==> config.mk <==
export PLATFORM = sky130hd
export DESIGN_NAME = fbwb_engine
export DESIGN_NICKNAME = d
export VERILOG_FILES = /design/src/rtl/fbwb_pkg.sv /design/src/rtl/fbwb_ctrl.sv /design/src/rtl/fbwb_datapath.sv /design/src/rtl/fbwb_engine.sv
export SDC_FILE = /design/constraint.sdc
export NUM_CORES = 1
export LEC_CHECK = 0
export BUFFER_PORTS_ARGS = -buffer_cell sky130_fd_sc_hd__buf_4
export CAP_MARGIN = 15
export CORE_MARGIN = 4
export CORE_UTILIZATION = 53
export DETAILED_ROUTE_END_ITERATION = 7
export GPL_TIMING_DRIVEN = 1
export MAX_ROUTING_LAYER = met4
export PLACE_DENSITY = 0.78
export RECOVER_POWER = 25
export SETUP_SLACK_MARGIN = 0.2
export SLEW_MARGIN = 20
export SYNTH_ARGS = -nofsm -noshare
export SYNTH_HDL_FRONTEND = slang
export SYNTH_HIERARCHICAL = 1
export SYNTH_SLANG_ARGS = --single-unit
==> constraint.sdc <==
create_clock -name clk -period 3.19 [get_ports clk]
set_clock_uncertainty 0.05 [all_clocks]
set_input_delay 0.4785 -clock clk [delete_from_list [all_inputs] [get_ports clk]]
set_output_delay 0.4785 -clock clk [all_outputs]
set_load 0.05 [all_outputs]
==> src/rtl/fbwb_pkg.sv <==
package fbwb_pkg;
  localparam int unsigned REG_W = 32;
  localparam int unsigned DIM_W = 16;
  localparam logic [7:0] ID_TAG = 8'h54;
  localparam logic [1:0] ID_REV = 2'b01;

  // control field positions
  localparam int unsigned C_GO    = 0;
  localparam int unsigned C_BUSY  = 1;
  localparam int unsigned C_IRQEN = 2;
  localparam int unsigned C_ABORT = 14;
  localparam int unsigned C_VSEOF = 15;
  localparam int unsigned C_PDOWN = 21;

  typedef enum logic [2:0] {
    IDX_PTR   = 3'd0,
    IDX_PITCH = 3'd1,
    IDX_DIM   = 3'd2,
    IDX_CTRL  = 3'd3,
    IDX_PROG  = 3'd4
  } reg_idx_e;

  typedef struct packed {
    logic start;
    logic run;
  } fbwb_strobe_t;
endpackage

==> src/rtl/fbwb_ctrl.sv <==
module fbwb_ctrl
  import fbwb_pkg::*;
(
  input  logic                clk,
  input  logic                rstN,
  input  logic [4:0]          regAddr,
  input  logic                regWrEn,
  input  logic [REG_W-1:0]    regWrData,
  output logic [REG_W-1:0]    regRdData,
  input  logic                frameEnd,
  input  logic [DIM_W-1:0]    progress,
  output fbwb_strobe_t        strobe,
  output logic [REG_W-1:0]    baseAddr,
  output logic [REG_W-1:0]    lineStep,
  output logic [DIM_W-1:0]    width,
  output logic [DIM_W-1:0]    height,
  output logic                irq,
  output logic                frameStartReq
);
  logic [REG_W-1:0] ptrReg, pitchReg, dimReg;
  logic irqEn, vsEof, pDown, busy, irqPend, vsReq;
  logic regHit, ctrlWr, startNow, abortNow, irqEnNext;
  reg_idx_e idx;

  assign regHit    = (regAddr[1:0] == 2'b00);
  assign idx       = reg_idx_e'(regAddr[4:2]);
  assign ctrlWr    = regWrEn && regHit && (idx == IDX_CTRL);
  assign startNow  = ctrlWr && regWrData[C_GO] && !regWrData[C_ABORT]
                     && !regWrData[C_PDOWN] && !busy;
  assign abortNow  = ctrlWr && regWrData[C_ABORT] && busy;
  assign irqEnNext = ctrlWr ? regWrData[C_IRQEN] : irqEn;

  always_ff @(posedge clk or negedge rstN) begin
    if (!rstN) begin
      ptrReg <= '0; pitchReg <= '0; dimReg <= '0;
      irqEn <= 1'b0; vsEof <= 1'b0; pDown <= 1'b0;
      busy <= 1'b0; irqPend <= 1'b0; vsReq <= 1'b0;
    end else begin
      if (regWrEn && regHit && idx == IDX_PTR)   ptrReg   <= regWrData;
      if (regWrEn && regHit && idx == IDX_PITCH) pitchReg <= regWrData;
      if (regWrEn && regHit && idx == IDX_DIM)   dimReg   <= regWrData;
      if (ctrlWr) begin
        irqEn <= regWrData[C_IRQEN];
        vsEof <= regWrData[C_VSEOF];
        pDown <= regWrData[C_PDOWN];
      end
      if (startNow)                  busy <= 1'b1;
      else if (abortNow || frameEnd) busy <= 1'b0;
      if (startNow)                                          irqPend <= 1'b0;
      else if (busy && (abortNow || frameEnd) && irqEnNext)  irqPend <= 1'b1;
      else if (!irqEnNext)                                   irqPend <= 1'b0;
      vsReq <= startNow || (frameEnd && vsEof);
    end
  end

  always_comb begin
    regRdData = '0;
    if (regHit) begin
      case (idx)
        IDX_PTR:   regRdData = ptrReg;
        IDX_PITCH: regRdData = pitchReg;
        IDX_DIM:   regRdData = dimReg;
        IDX_CTRL:  regRdData = {ID_TAG, ID_REV, pDown, 5'b0, vsEof, 12'b0,
                                irqEn, busy, 1'b0};
        IDX_PROG:  regRdData = {{(REG_W-DIM_W){1'b0}}, progress};
        default:   regRdData = '0;
      endcase
    end
  end

  assign strobe.start  = startNow;
  assign strobe.run    = busy;
  assign baseAddr      = ptrReg & ~32'h3;
  assign lineStep      = pitchReg & ~32'hF;
  assign width         = dimReg[DIM_W-1:0];
  assign height        = dimReg[REG_W-1:REG_W-DIM_W];
  assign irq           = irqPend;
  assign frameStartReq = vsReq;

  a_r3_start_sets_busy: assert property (@(posedge clk) disable iff (!rstN)
    startNow |=> busy && frameStartReq);
  a_r8_abort_clears_busy: assert property (@(posedge clk) disable iff (!rstN)
    abortNow |=> !busy);
  a_r11_busy_holds: assert property (@(posedge clk) disable iff (!rstN)
    busy && !abortNow && !frameEnd |=> busy);
  a_r7_irq_needs_enable: assert property (@(posedge clk) disable iff (!rstN)
    irq |-> irqEn);
  a_r10_vstart_after_end: assert property (@(posedge clk) disable iff (!rstN)
    frameEnd && vsEof |=> frameStartReq);
endmodule

==> src/rtl/fbwb_datapath.sv <==
module fbwb_datapath
  import fbwb_pkg::*;
#(
  parameter int unsigned DATA_W = 32
) (
  input  logic                clk,
  input  logic                rstN,
  input  fbwb_strobe_t        strobe,
  input  logic [REG_W-1:0]    baseAddr,
  input  logic [REG_W-1:0]    lineStep,
  input  logic [DIM_W-1:0]    width,
  input  logic [DIM_W-1:0]    height,
  input  logic                pixValid,
  output logic                pixReady,
  input  logic [DATA_W-1:0]   pixData,
  input  logic                pixEol,
  input  logic                pixEof,
  output logic                memValid,
  input  logic                memReady,
  output logic [REG_W-1:0]    memAddr,
  output logic [DATA_W-1:0]   memData,
  output logic [DATA_W/8-1:0] memStrb,
  output logic [DIM_W-1:0]    lineCount,
  output logic                frameEnd
);
  localparam int unsigned BYTES = DATA_W / 8;
  localparam int unsigned SHIFT = $clog2(BYTES);

  logic [DIM_W-1:0] col;
  logic [REG_W-1:0] lineBase;
  logic accept, lastCol, lastLine, lineEnd;

  assign accept   = strobe.run && pixValid && memReady;
  assign lastCol  = (col == width - 1'b1);
  assign lastLine = (lineCount == height - 1'b1);
  assign lineEnd  = accept && (lastCol || pixEol);
  assign frameEnd = accept && ((lineEnd && lastLine) || pixEof);

  always_ff @(posedge clk or negedge rstN) begin
    if (!rstN) begin
      col <= '0; lineCount <= '0; lineBase <= '0;
    end else if (strobe.start) begin
      col <= '0; lineCount <= '0; lineBase <= baseAddr;
    end else if (accept) begin
      if (lineEnd) begin
        col       <= '0;
        lineCount <= lineCount + 1'b1;
        lineBase  <= lineBase + lineStep;
      end else begin
        col <= col + 1'b1;
      end
    end
  end

  assign pixReady = strobe.run && memReady;
  assign memValid = strobe.run && pixValid;
  assign memAddr  = lineBase + (REG_W'(col) << SHIFT);
  assign memData  = pixData;
  assign memStrb  = {BYTES{1'b1}};

  a_r6_progress_step: assert property (@(posedge clk) disable iff (!rstN)
    lineEnd |=> lineCount == $past(lineCount) + 1'b1);
  a_r6_progress_still: assert property (@(posedge clk) disable iff (!rstN)
    !accept && !strobe.start |=> $stable(lineCount));
  a_r4_idle_quiet: assert property (@(posedge clk) disable iff (!rstN)
    strobe.start |-> !memValid && !pixReady);
endmodule

==> src/rtl/fbwb_engine.sv <==
module fbwb_engine
  import fbwb_pkg::*;
#(
  parameter int unsigned DATA_W = 32
) (
  input  logic                clk,
  input  logic                rstN,
  input  logic [4:0]          regAddr,
  input  logic                regWrEn,
  input  logic [31:0]         regWrData,
  output logic [31:0]         regRdData,
  input  logic                pixValid,
  output logic                pixReady,
  input  logic [DATA_W-1:0]   pixData,
  input  logic                pixEol,
  input  logic                pixEof,
  output logic                memValid,
  input  logic                memReady,
  output logic [31:0]         memAddr,
  output logic [DATA_W-1:0]   memData,
  output logic [DATA_W/8-1:0] memStrb,
  output logic                irq,
  output logic                frameStartReq
);
  fbwb_strobe_t strobe;
  logic [REG_W-1:0] baseAddr, lineStep;
  logic [DIM_W-1:0] width, height, lineCount;
  logic frameEnd;

  fbwb_ctrl ctrl_i (
    .clk(clk), .rstN(rstN), .regAddr(regAddr), .regWrEn(regWrEn),
    .regWrData(regWrData), .regRdData(regRdData), .frameEnd(frameEnd),
    .progress(lineCount), .strobe(strobe), .baseAddr(baseAddr),
    .lineStep(lineStep), .width(width), .height(height), .irq(irq),
    .frameStartReq(frameStartReq)
  );

  fbwb_datapath #(.DATA_W(DATA_W)) dp_i (
    .clk(clk), .rstN(rstN), .strobe(strobe), .baseAddr(baseAddr),
    .lineStep(lineStep), .width(width), .height(height),
    .pixValid(pixValid), .pixReady(pixReady), .pixData(pixData),
    .pixEol(pixEol), .pixEof(pixEof), .memValid(memValid),
    .memReady(memReady), .memAddr(memAddr), .memData(memData),
    .memStrb(memStrb), .lineCount(lineCount), .frameEnd(frameEnd)
  );
endmodule

==> results.rst <==
.. list-table::
   :header-rows: 1

   * - Metric
     - Value
   * - Per-cell routed wire length
     - 22.0 um
   * - Final Max Slew Viols
     - 63
   * - Cell types occupying the most area after synthesis
     - sky130_fd_sc_hd__dfrtp_1 34%, sky130_fd_sc_hd__buf_4 6.7%, sky130_fd_sc_hd__mux2_2 5.8%, sky130_fd_sc_hd__ha_1 5.2%, sky130_fd_sc_hd__xnor2_1 4.5%
   * - Share of the yosys chip area belonging to registers
     - 0.336
   * - Final layout net count
     - 1,536
   * - Synth unique cells
     - 82
   * - Overall via count from detail_route
     - 10,782
   * - H-tree Lvls
     - 4
   * - Critical Path Fanout Max
     - 7
   * - Delay of the slowest critical-path stage
     - 0.39 ns
   * - Instance count along the most critical hold path
     - 2
   * - Netlist area before placement
     - 12,300 um2
   * - Aggregate global routing overflow
     - 0
   * - Final Hold Vio Count
     - 0
   * - Core ar.
     - 22,800 um2
   * - CTS clock-pin slew for the worst setup and hold paths
     - 0.06 ns
   * - Top-area cell type share of the netlist area
     - 0.336
   * - FMAX
     - 0.279 GHz
   * - Total DRC errors in the routed layout
     - 1
   * - Share of flip-flops with an asynchronous set or reset after synthesis
     - 1.00
   * - Worst path setup slack after routing
     - -0.394 ns
   * - Port buffer count
     - 111
   * - Overall die area
     - 25,800 um2
   * - Area post-placement
     - 13,300 um2
   * - Commonest non-fill, non-tap cells in the layout
     - 168 x sky130_fd_sc_hd__buf_4, 161 x sky130_fd_sc_hd__dfrtp_1, 104 x sky130_fd_sc_hd__nor2_1, 82 x sky130_fd_sc_hd__nand2_1, 73 x sky130_fd_sc_hd__a21oi_1
   * - Clock tree from TritonCTS
     - yes
   * - Worst setup path class
     - flop to output pin
   * - Share of post-route cells with drive strength above 1
     - 0.308
   * - Power per unit of standard cell area
     - 550 nW/um2
   * - Cell breakdown of the critical path
     - ha_2 > buf_4 > buf_6 > a21o_1 > a21oi_2 > o21ai_2 > a21oi_2 > a21oi_2 > a211o_1 > a31oi_4 > buf_6 > nor2_4 > xor2_4 > buf_6
   * - Buffer cell driving the clock tree root
     - sky130_fd_sc_hd__clkbuf_16
   * - Standby leakage power
     - 6.95 nW
   * - DR vias/cell
     - 6.21
   * - Fraction of the cycle the final worst path needs
     - 1.12
   * - Initial Util
     - 0.542
   * - Top sig layer
     - met4
   * - Routability congestion estimate from global placement
     - 0.952
   * - Worst slew margin
     - -0.129
   * - R2r worst-path depth
     - 13
   * - Tot GR Track Use
     - 0.283
   * - Flip-flop and latch count after synthesis
     - 166
   * - Starting DRC count in detailed routing
     - 1,195
   * - Row Count
     - 55
   * - Endpoint required time on the critical path
     - 2.66 ns
   * - Worst EP arrival
     - 3.06 ns
   * - Violated checks
     - design-rule violations, max-capacitance violations, max-slew violations, negative setup slack
   * - Post-route cell area
     - 15,000 um2
   * - Leading register cell type out of synthesis
     - sky130_fd_sc_hd__dfrtp_1
   * - Sum of routed wire length over all layers
     - 38.1 mm
   * - Number of top-level pins
     - 180
   * - Beginning of the worst hold path
     - regWrData[30]
   * - Status
     - finished, violations left
   * - Met3 wire length
     - 3.12 mm
   * - Number of routed nets with antenna violations
     - 0
   * - Number of clock sinks
     - 166
   * - Chip Height
     - 161 um
   * - Wire length of the first global-routing pass
     - 56.6 mm
   * - Peak supply drop
     - 0.396 mV
   * - Worst R2R Start
     - ctrl_i/dimReg[1]
   * - Most common cell after layout, fill and taps aside
     - sky130_fd_sc_hd__buf_4
   * - Cell type with the largest total area after synthesis
     - sky130_fd_sc_hd__dfrtp_1
   * - Total setup violations reported at the end of the flow
     - 22
   * - Number of warnings printed during yosys synthesis
     - 6
   * - Slowest cell on crit path
     - sky130_fd_sc_hd__dfrtp_1
   * - Pin count of the biggest net entering global routing
     - 64
   * - Average cell area after synthesis
     - 9.30 um2
   * - CTS Buf Count
     - 17
   * - Capturing element type of the critical path
     - output pin
   * - Number of synthesized flops with an enable pin
     - 0
   * - Pwr Total
     - 8.27 mW
   * - Vias in the first global route
     - 10,377
   * - Initial antenna violation count
     - 0
   * - Final design utilization
     - 0.660
   * - HPWL after detailed placement
     - 26.1 mm
   * - Number of standard cells after synthesis
     - 1,327
   * - Met2 Wirelength
     - 18.0 mm
   * - Drt pass-1 iters
     - 8
   * - Critical path startpoint category
     - flop
   * - Post-synthesis to final-layout area growth
     - 21.7%
   * - Pin slew with the least headroom to its limit
     - 1.69 ns
   * - Chip width
     - 161 um
   * - Routed length on met1
     - 15.8 mm
   * - Worst-Skew Late Latency
     - 0.44 ns
   * - Final critical delay including setup and external delays
     - 3.58 ns
   * - Maximum clock insertion buffer count
     - 2
   * - Worst hold-check path type
     - primary input to flop
   * - Total of max-cap violations
     - 1
   * - RSZ-0062 raised after global routing
     - yes
   * - Setup Slack @ Placement
     - -0.0111 ns
   * - Start point of the critical path
     - dp_i/lineBase[2]
   * - Filler Cells Inserted
     - 1,702
layout make-up:
| class | count | area, um2 | area share |
|---|---|---|---|
| Antenna cell | 2 | 5.00 | 0.000333 |
| Clock buffer | 22 | 474 | 0.0316 |
| Clock inverter | 10 | 119 | 0.00791 |
| Inverter | 22 | 82.6 | 0.00549 |
| Multi-Input combinational cell | 982 | 7860 | 0.523 |
| Sequential cell | 166 | 4160 | 0.277 |
| Tap cell | 313 | 392 | 0.0261 |
| Timing Repair Buffer | 218 | 1940 | 0.129 |
path summary, 6_finish.rpt:
path | end | slack, ns
max in group asynchronous | dp_i/col[6] | 0.58
hold / removal | ctrl_i/pitchReg[30] | 0.22
setup reg to reg | dp_i/lineCount[13] | 0.12
setup / recovery | memAddr[31] | -0.39
hold reg to reg | ctrl_i/pitchReg[2] | 0.44
min in group asynchronous | dp_i/lineBase[25] | 0.98
registers in the layout (all words and copies together) (netlist names):
register and count:
ctrl_i/dimReg 32, ctrl_i/pitchReg 32, ctrl_i/ptrReg 32, dp_i/lineBase 32
dp_i/col 16, dp_i/lineCount 16, ctrl_i/busy 1, ctrl_i/frameStartReq 1
ctrl_i/irq 1, ctrl_i/irqEn 1, ctrl_i/pDown 1, ctrl_i/vsEof 1
report_power, final:
group	internal (mW)	total [mW]	switching (mW)
registers	2.46	2.96	0.501
logic	1.42	3.20	1.77
clock network	1.22	2.12	0.894
total	5.10	8.27	3.17
critical path, delay by kind of cell, from the launching register on:
family	cells	cell delay (ns)
AND/OR/NAND/NOR	1	0.04
AO/OA/AOI/OAI	7	1.29
XOR/XNOR	1	0.14
adder cells (fa/ha/maj)	1	0.20
buffers and inverters	4	0.54
flip-flops	1	0.39
cells in the mapped netlist, types with 12 or more instances:
master,number
sky130_fd_sc_hd__mux2_1,43
sky130_fd_sc_hd__nor2_1,109
sky130_fd_sc_hd__nor2b_1,12
sky130_fd_sc_hd__buf_2,12
sky130_fd_sc_hd__and3_1,23
sky130_fd_sc_hd__nand2b_1,12
sky130_fd_sc_hd__mux2_2,64
sky130_fd_sc_hd__a31oi_1,22
sky130_fd_sc_hd__dfrtp_1,166
sky130_fd_sc_hd__nand2_1,85
sky130_fd_sc_hd__a21o_1,18
sky130_fd_sc_hd__nand4_1,13
sky130_fd_sc_hd__ha_1,51
sky130_fd_sc_hd__a22oi_1,34
sky130_fd_sc_hd__xor2_1,52
sky130_fd_sc_hd__nor3_1,23
sky130_fd_sc_hd__a21oi_1,89
sky130_fd_sc_hd__o21ai_0,51
sky130_fd_sc_hd__xnor2_1,64
sky130_fd_sc_hd__nand3_1,28
sky130_fd_sc_hd__clkbuf_1,33
sky130_fd_sc_hd__inv_1,21
sky130_fd_sc_hd__mux2i_1,18
sky130_fd_sc_hd__buf_4,110
stage by stage:
step	setup TNS, ns	hold WS (ns)	cells
floorplan	0	0.133	1335
global placement	0	0.423	1656
detailed placement	-0.0172	0.432	1656
CTS	-5.69	0.218	1706
global route	-10.28	0.232	1733
finish	-6.70	0.220	1735
kinds of logic (layout without fill, tap and decap cells):
family,count (synthesis),in the layout,share of synthesized area
adder cells (fa/ha/maj),53,53,0.0549
flip-flops,166,166,0.336
AND/OR/NAND/NOR,382,382,0.161
buffers and inverters,187,272,0.0970
multiplexers,126,126,0.114
XOR/XNOR,116,116,0.0823
AO/OA/AOI/OAI,295,295,0.154
other,2,12,0.000608
routing by layer:
| metal | up-vias | GRT usage |
|---|---|---|
| li1 | 4810 | - |
| met1 | 5282 | 0.378 |
| met2 | 571 | 0.441 |
| met3 | 119 | 0.0516 |
| met4 | 0 | 0.0915 |
| met5 | - | - |
what timing repair did:
action,in CTS,in global routing
hold buffers,1,0
buffers inserted,17,19
resized for setup,54,94
endpoints found under the setup margin,58,89
hold endpoints to repair,2,0
pin swaps,35,56
gates cloned,0,8
Note: power is estimated with default switching activity, not from simulation.
